File: config.mk
export PLATFORM = sky130hd
export DESIGN_NAME = dca_access_arbiter
export DESIGN_NICKNAME = d
export VERILOG_FILES = /design/src/rtl/dca_pkg.sv /design/src/rtl/dca_slot_timer.sv /design/src/rtl/dca_line_sampler.sv /design/src/rtl/dca_arb_fsm.sv /design/src/rtl/dca_access_arbiter.sv
export SDC_FILE = /design/constraint.sdc
export NUM_CORES = 1
export LEC_CHECK = 0
export BUFFER_PORTS_ARGS = -buffer_cell sky130_fd_sc_hd__buf_4
export CAP_MARGIN = 0
export CORE_ASPECT_RATIO = 1.1
export CORE_MARGIN = 2
export CORE_UTILIZATION = 55
export DETAILED_ROUTE_END_ITERATION = 16
export GPL_ROUTABILITY_DRIVEN = 0
export PLACE_DENSITY = 0.86
export SYNTH_ARGS = -nofsm -noshare
export SYNTH_HDL_FRONTEND = slang
export SYNTH_HIERARCHICAL = 1
export SYNTH_SLANG_ARGS = --single-unit
File: constraint.sdc
create_clock -name clk -period 2.8 [get_ports clk]
set_input_delay 0.28 -clock clk [delete_from_list [all_inputs] [get_ports clk]]
set_output_delay 0.28 -clock clk [all_outputs]
set_load 0.01 [all_outputs]
File: src/rtl/dca_pkg.sv
package dca_pkg;

    // Meaning of the current bit slot inside a frame
    typedef enum logic [2:0] {
        SK_NONE,
        SK_AVAIL,
        SK_ADDR,
        SK_STOPGO,
        SK_DATA
    } slot_kind_e;

    typedef enum logic [1:0] {
        ST_IDLE,
        ST_CONTEND,
        ST_OWNER
    } arb_state_e;

endpackage

File: src/rtl/dca_slot_timer.sv
module dca_slot_timer
    import dca_pkg::*;
#(
    parameter int FRAME_LEN = 12,
    parameter int ADR_W     = 3,
    parameter int D_BITS    = 4
) (
    input  logic                    clk,
    input  logic                    rst_n,
    input  logic                    frame_sync,
    output slot_kind_e              slot_kind,
    output logic [((ADR_W > 1) ? $clog2(ADR_W) : 1)-1:0] adr_idx,
    output logic                    last_slot
);
    localparam int CW       = (FRAME_LEN > 1) ? $clog2(FRAME_LEN) : 1;
    localparam int IW       = (ADR_W > 1) ? $clog2(ADR_W) : 1;
    localparam int S_AVAIL  = 0;
    localparam int S_ADR0   = 1;
    localparam int S_STOPGO = S_ADR0 + ADR_W;
    localparam int S_DATA0  = S_STOPGO + 1;
    localparam int S_DEND   = S_DATA0 + D_BITS;

    typedef struct packed {
        logic          synced;
        logic [CW-1:0] slot;
    } tmr_t;

    tmr_t tmr_d, tmr_q;

    always_comb begin
        tmr_d = tmr_q;
        if (frame_sync) begin
            tmr_d.synced = 1'b1;
            tmr_d.slot   = '0;
        end else if (tmr_q.synced) begin
            tmr_d.slot = (tmr_q.slot == CW'(FRAME_LEN - 1)) ? '0 : tmr_q.slot + 1'b1;
        end
    end

    always_ff @(posedge clk or negedge rst_n) begin
        if (!rst_n) tmr_q <= '0;
        else        tmr_q <= tmr_d;
    end

    logic [CW-1:0] rel_slot;

    always_comb begin
        rel_slot  = tmr_q.slot - CW'(S_ADR0);
        adr_idx   = IW'(rel_slot);
        last_slot = tmr_q.synced && (tmr_q.slot == CW'(FRAME_LEN - 1));
        slot_kind = SK_NONE;
        if (tmr_q.synced) begin
            if (tmr_q.slot == CW'(S_AVAIL))
                slot_kind = SK_AVAIL;
            else if (tmr_q.slot >= CW'(S_ADR0) && tmr_q.slot < CW'(S_STOPGO))
                slot_kind = SK_ADDR;
            else if (tmr_q.slot == CW'(S_STOPGO))
                slot_kind = SK_STOPGO;
            else if (tmr_q.slot >= CW'(S_DATA0) && tmr_q.slot < CW'(S_DEND))
                slot_kind = SK_DATA;
        end
    end

endmodule

File: src/rtl/dca_line_sampler.sv
module dca_line_sampler (
    input  logic clk,
    input  logic rst_n,
    input  logic line_in,
    output logic line_smp
);
    logic smp_d, smp_q;

    always_comb smp_d = line_in;

    // Read-back happens mid-slot, on the falling edge
    always_ff @(negedge clk or negedge rst_n) begin
        if (!rst_n) smp_q <= 1'b1;
        else        smp_q <= smp_d;
    end

    assign line_smp = smp_q;

endmodule

File: src/rtl/dca_arb_fsm.sv
module dca_arb_fsm
    import dca_pkg::*;
#(
    parameter int ADR_W = 3
) (
    input  logic                                          clk,
    input  logic                                          rst_n,
    input  slot_kind_e                                    slot_kind,
    input  logic [((ADR_W > 1) ? $clog2(ADR_W) : 1)-1:0]  adr_idx,
    input  logic                                          last_slot,
    input  logic                                          line_smp,
    input  logic [ADR_W-1:0]                              my_addr,
    input  logic                                          tx_req,
    input  logic                                          tx_done,
    input  logic                                          tx_bit,
    output logic                                          bus_pull,
    output logic                                          tx_grant,
    output logic                                          tx_strobe,
    output logic                                          contending,
    output logic                                          sent_bit
);
    localparam int IW = (ADR_W > 1) ? $clog2(ADR_W) : 1;

    typedef struct packed {
        arb_state_e st;
        logic       data_go;   // stop/go read zero in this frame
        logic       won_now;   // still inside the frame of the win
    } fsm_t;

    fsm_t fsm_d, fsm_q;

    // Address bit for the current address slot, most significant first
    always_comb begin
        sent_bit = 1'b1;
        for (int k = 0; k < ADR_W; k++) begin
            if (int'(adr_idx) == k) sent_bit = my_addr[ADR_W-1-k];
        end
    end

    always_comb begin
        fsm_d = fsm_q;
        unique case (fsm_q.st)
            ST_IDLE: begin
                if (slot_kind == SK_AVAIL && tx_req && line_smp)
                    fsm_d.st = ST_CONTEND;
            end
            ST_CONTEND: begin
                if (slot_kind == SK_ADDR) begin
                    if (line_smp != sent_bit) begin
                        fsm_d.st = ST_IDLE;
                    end else if (adr_idx == IW'(ADR_W - 1)) begin
                        fsm_d.st      = ST_OWNER;
                        fsm_d.won_now = 1'b1;
                        fsm_d.data_go = 1'b0;
                    end
                end
            end
            ST_OWNER: begin
                if (tx_done) begin
                    fsm_d.st      = ST_IDLE;
                    fsm_d.data_go = 1'b0;
                    fsm_d.won_now = 1'b0;
                end else begin
                    if (slot_kind == SK_STOPGO)
                        fsm_d.data_go = !line_smp && !fsm_q.won_now;
                    if (last_slot)
                        fsm_d.won_now = 1'b0;
                end
            end
            default: fsm_d.st = ST_IDLE;
        endcase
    end

    always_ff @(posedge clk or negedge rst_n) begin
        if (!rst_n) fsm_q <= '{st: ST_IDLE, data_go: 1'b0, won_now: 1'b0};
        else        fsm_q <= fsm_d;
    end

    always_comb begin
        contending = (fsm_q.st == ST_CONTEND);
        tx_grant   = (fsm_q.st == ST_OWNER);
        tx_strobe  = tx_grant && fsm_q.data_go && (slot_kind == SK_DATA);
        bus_pull   = (contending && slot_kind == SK_ADDR && !sent_bit)
                   || (tx_grant && slot_kind == SK_AVAIL)
                   || (tx_strobe && !tx_bit);
    end

endmodule

File: src/rtl/dca_access_arbiter.sv
module dca_access_arbiter
    import dca_pkg::*;
#(
    parameter int FRAME_LEN = 12,
    parameter int ADR_W     = 3,
    parameter int D_BITS    = 4
) (
    input  logic             clk,
    input  logic             rst_n,
    input  logic             frame_sync,
    input  logic [ADR_W-1:0] my_addr,
    input  logic             bus_in,
    output logic             bus_pull,
    input  logic             tx_req,
    input  logic             tx_done,
    input  logic             tx_bit,
    output logic             tx_grant,
    output logic             tx_strobe
);
    localparam int IW = (ADR_W > 1) ? $clog2(ADR_W) : 1;

    slot_kind_e    slot_kind;
    logic [IW-1:0] adr_idx;
    logic          last_slot;
    logic          line_smp;
    logic          contending;
    logic          sent_bit;

    dca_slot_timer #(
        .FRAME_LEN (FRAME_LEN),
        .ADR_W     (ADR_W),
        .D_BITS    (D_BITS)
    ) u_timer (
        .clk        (clk),
        .rst_n      (rst_n),
        .frame_sync (frame_sync),
        .slot_kind  (slot_kind),
        .adr_idx    (adr_idx),
        .last_slot  (last_slot)
    );

    dca_line_sampler u_smp (
        .clk      (clk),
        .rst_n    (rst_n),
        .line_in  (bus_in),
        .line_smp (line_smp)
    );

    dca_arb_fsm #(
        .ADR_W (ADR_W)
    ) u_fsm (
        .clk        (clk),
        .rst_n      (rst_n),
        .slot_kind  (slot_kind),
        .adr_idx    (adr_idx),
        .last_slot  (last_slot),
        .line_smp   (line_smp),
        .my_addr    (my_addr),
        .tx_req     (tx_req),
        .tx_done    (tx_done),
        .tx_bit     (tx_bit),
        .bus_pull   (bus_pull),
        .tx_grant   (tx_grant),
        .tx_strobe  (tx_strobe),
        .contending (contending),
        .sent_bit   (sent_bit)
    );

endmodule

==> flow_metrics.py <==
metrics = {
    "yosys": {
        "avgSynthCellArea_um2": 9.233,
        "synthDistinctLibCells": 43,
        "netlist_instances": 95,
        "ys_seq_area_share_pct": 28.67,
        "ys_top_cells_by_area": "dfrtp_1 26%, ha_1 7.1%, mux2i_1 5.7%",
        "synth_warnings": 6,
        "synth_top_area_share_pct": 25.68,
        "syn_nets": 110,
        "synth_seq_cells": 10,
        "synth_top_cell_by_area": "dfrtp_1",
        "netlist_area_um2": 877.1,
    },
    "route": {
        "wl_met3_um": 61,
        "top_layer_used": "met4",
        "wl_per_cell_um": 13.93,
        "detail_route.iter0.violations": 8,
        "via_count": 744,
        "drtAntennaViolNets": 0,
        "dr_wl_met2_um": 866,
        "vias_per_cell": 5.905,
        "wl_met1_um": 823,
        "totalWireLength_um": 1755,
        "route.detailed.drc": 0,
        "dr.pass1.iters": 4,
    },
    "run": {
        "maxCapViolCount": 0,
    },
    "clock_network": {
        "path_clk_slew_ns": 0.07,
        "cts_root_buf": "clkbuf_4",
        "cts_buffers": 3,
        "clkLatencyLatePin_ns": 0.32,
        "cts_sinks": 10,
        "clock_path_buffers": 2,
        "cts.htree.levels": 1,
        "post_cts_buffers": 0,
        "cts_tree": "done",
    },
    "sta": {
        "timing.final.max_slew_violations": 0,
        "hold_viol_final": 0,
        "finalSetupTns_ns": -0.06682,
        "rsz0062_at_grt": "true",
        "worst_slew_pin_slew_ns": 0.3761,
        "layout_setup_ws_ns": -0.04019,
        "setup_viol": 2,
        "relSlewSlack_pct": 74.57,
        "timing.hold.ws_ns": 0.1897,
        "skew_ns": 0.05913,
    },
    "grt": {
        "antenna_found_initial": 0,
        "grt_pass1_wl_um": 2925,
        "grt.overflow.total": 0,
        "grt_max_degree": 11,
        "grt_pass1_vias": 697,
        "grtUsageTotal_pct": 19.80,
    },
    "worst_setup_path": {
        "cp.required_ns": 2.95,
        "slowest_stage": "dfstp_2",
        "slowest_delay_ns": 0.57,
        "cp.arrival_ns": 2.99,
        "crit_path_start_kind": "flop",
        "critical_path_class": "flop to flop",
        "cp_cell_sequence": "xnor2_1 > and2_4 > o221ai_2 > mux2_4",
        "cp_num_buf_inv": 0,
        "end_kind": "flop",
        "path_max_fanout": 6,
        "cp_top_family": "flip-flops",
    },
    "min_path": {
        "min_path_type": "input port to flop",
    },
    "final_layout": {
        "syn2layout_area_growth_pct": 17.83,
        "layout_common_cells": "15 x buf_4, 9 x inv_1, 9 x dfrtp_1",
        "nFillCells": 129,
        "layout-drive-gt1-share_pct": 28.44,
        "antenna_cells": 0,
        "final_common_cell": "buf_4",
        "layout.nets": 125,
    },
    "floorplan": {
        "coreArea_um2": 1539,
        "dieArea_um2": 1931,
        "ioPinCount": 13,
        "die_y_um": 45.89,
        "rows": 15,
        "die_w_um": 42.08,
        "start_util_pct": 56.99,
    },
    "placed_design": {
        "portBuffers": 12,
        "dp_hpwl_um": 1319,
        "pre_cts_ws_ns": -0.01388,
    },
    "pwr": {
        "power_mw": 0.6405,
        "leakagePower_nw": 0.4708,
        "ir_drop_mv": 0.2896,
        "powerDensity_nw_per_um2": 619.8,
    },
    "run_status": {
        "violations": "negative setup slack",
        "status": "finished, violations left",
    },
}
## Yosys cell counts (all sizes together)
library cell	number
dfrtp	9
inv	9
nor2	7
ha	5
mux2i	5
nor3b	5
a31oi	4
buf	4
nand3b	4
a21boi	3
a21oi	3
o21ai	3
a311oi	2
clkbuf	2
nand2	2
nor4b	2
o211ai	2
o22ai	2
or3b	2
xnor2	2
a21o	1
and2	1
and3b	1
and4b	1
and4bb	1
dfstp	1
mux2	1
nand2b	1
nand3	1
nor2b	1
nor3	1
o2111a	1
o221ai	1
o31ai	1
or2	1
or2b	1
or4b	1
xor2	1
## worst reg2reg max path, delay by kind of cell, from the launching register on
family,cells,cell delay [ns]
multiplexers,1,0.31
AND/OR/NAND/NOR,1,0.17
AO/OA/AOI/OAI,1,0.09
flip-flops,1,0.57
XOR/XNOR,1,0.13
## routing by layer
| metal | up-vias | track usage (%) |
|---|---|---|
| met5 | - | 0 |
| met4 | 0 | 5.625 |
| met3 | 2 | 3.571 |
| met2 | 13 | 36.56 |
| met1 | 353 | 23.90 |
| li1 | 376 | - |
## metrics by stage
stage | area [um2] | std cells | util [%]
2_1_floorplan | 883.3 | 95 | -
3_3_place_gp | 972.2 | 121 | 63.17
3_5_place_dp | 972.2 | 121 | 63.17
4_1_cts | 1021 | 126 | 66.34
5_1_grt | 1033 | 126 | 67.15
6_report | 1033 | 126 | 67.15
## power breakdown
part / leakage [nW] / internal (mW) / total (mW) / switching [mW]
Sequential: 0.127 / 0.172 / 0.197 / 0.0243
Clock: 0.0263 / 0.0808 / 0.137 / 0.0561
Combinational: 0.318 / 0.147 / 0.307 / 0.160
## cell type report
type,instances,area [um2],area share (%)
inverter,8,30.03,2.906
clock buffer,4,36.28,3.511
clock inverter,1,3.754,0.3632
tap,17,21.27,2.058
sequential,10,251.5,24.33
multi-input combinational,70,568.0,54.96
timing repair buffer,16,122.6,11.86
## worst paths after layout
check,from,to,slack (ns),cells past startpoint
setup / recovery,u_smp/line_smp$_DFF_NN1_,u_fsm/fsm_q[1]$_DFFE_PN0P_,-0.04,4
hold / removal,frame_sync,u_timer/tmr_q[0]$_DFFE_PN0P_,0.19,2
min in group asynchronous,rst_n,u_timer/tmr_q[1]$_DFFE_PN0P_,0.38,2
max in group asynchronous,rst_n,u_smp/line_smp$_DFF_NN1_,0.85,2
setup reg to reg,u_smp/line_smp$_DFF_NN1_,u_fsm/fsm_q[1]$_DFFE_PN0P_,-0.04,4
hold reg to reg,u_fsm/fsm_q[1]$_DFFE_PN0P_,u_fsm/fsm_q[1]$_DFFE_PN0P_,0.55,1
## logic make-up after synthesis
group | after synthesis | share of synthesized area, %
compound gates | 23 | 19.97
mux | 6 | 7.418
fa+ha+maj | 5 | 7.133
xor+xnor | 3 | 2.996
flops | 10 | 28.67
buf+inv | 15 | 8.273
simple gates | 33 | 25.54
## flip-flops by register name (all words and copies together) (netlist names)
signal / flops
u_timer/tmr_q: 5
u_fsm/fsm_q: 4
u_smp/line_smp: 1
## timing repair
action                                  in CTS  in global routing
gates cloned                                 0                  0
gates resized for setup                      1                  3
endpoints found under the setup margin       2                  5
hold buffers                                 1                  0
pin swaps                                    3                  1
hold endpoints to repair                     9                  0
(Power assumes the default switching activity.)
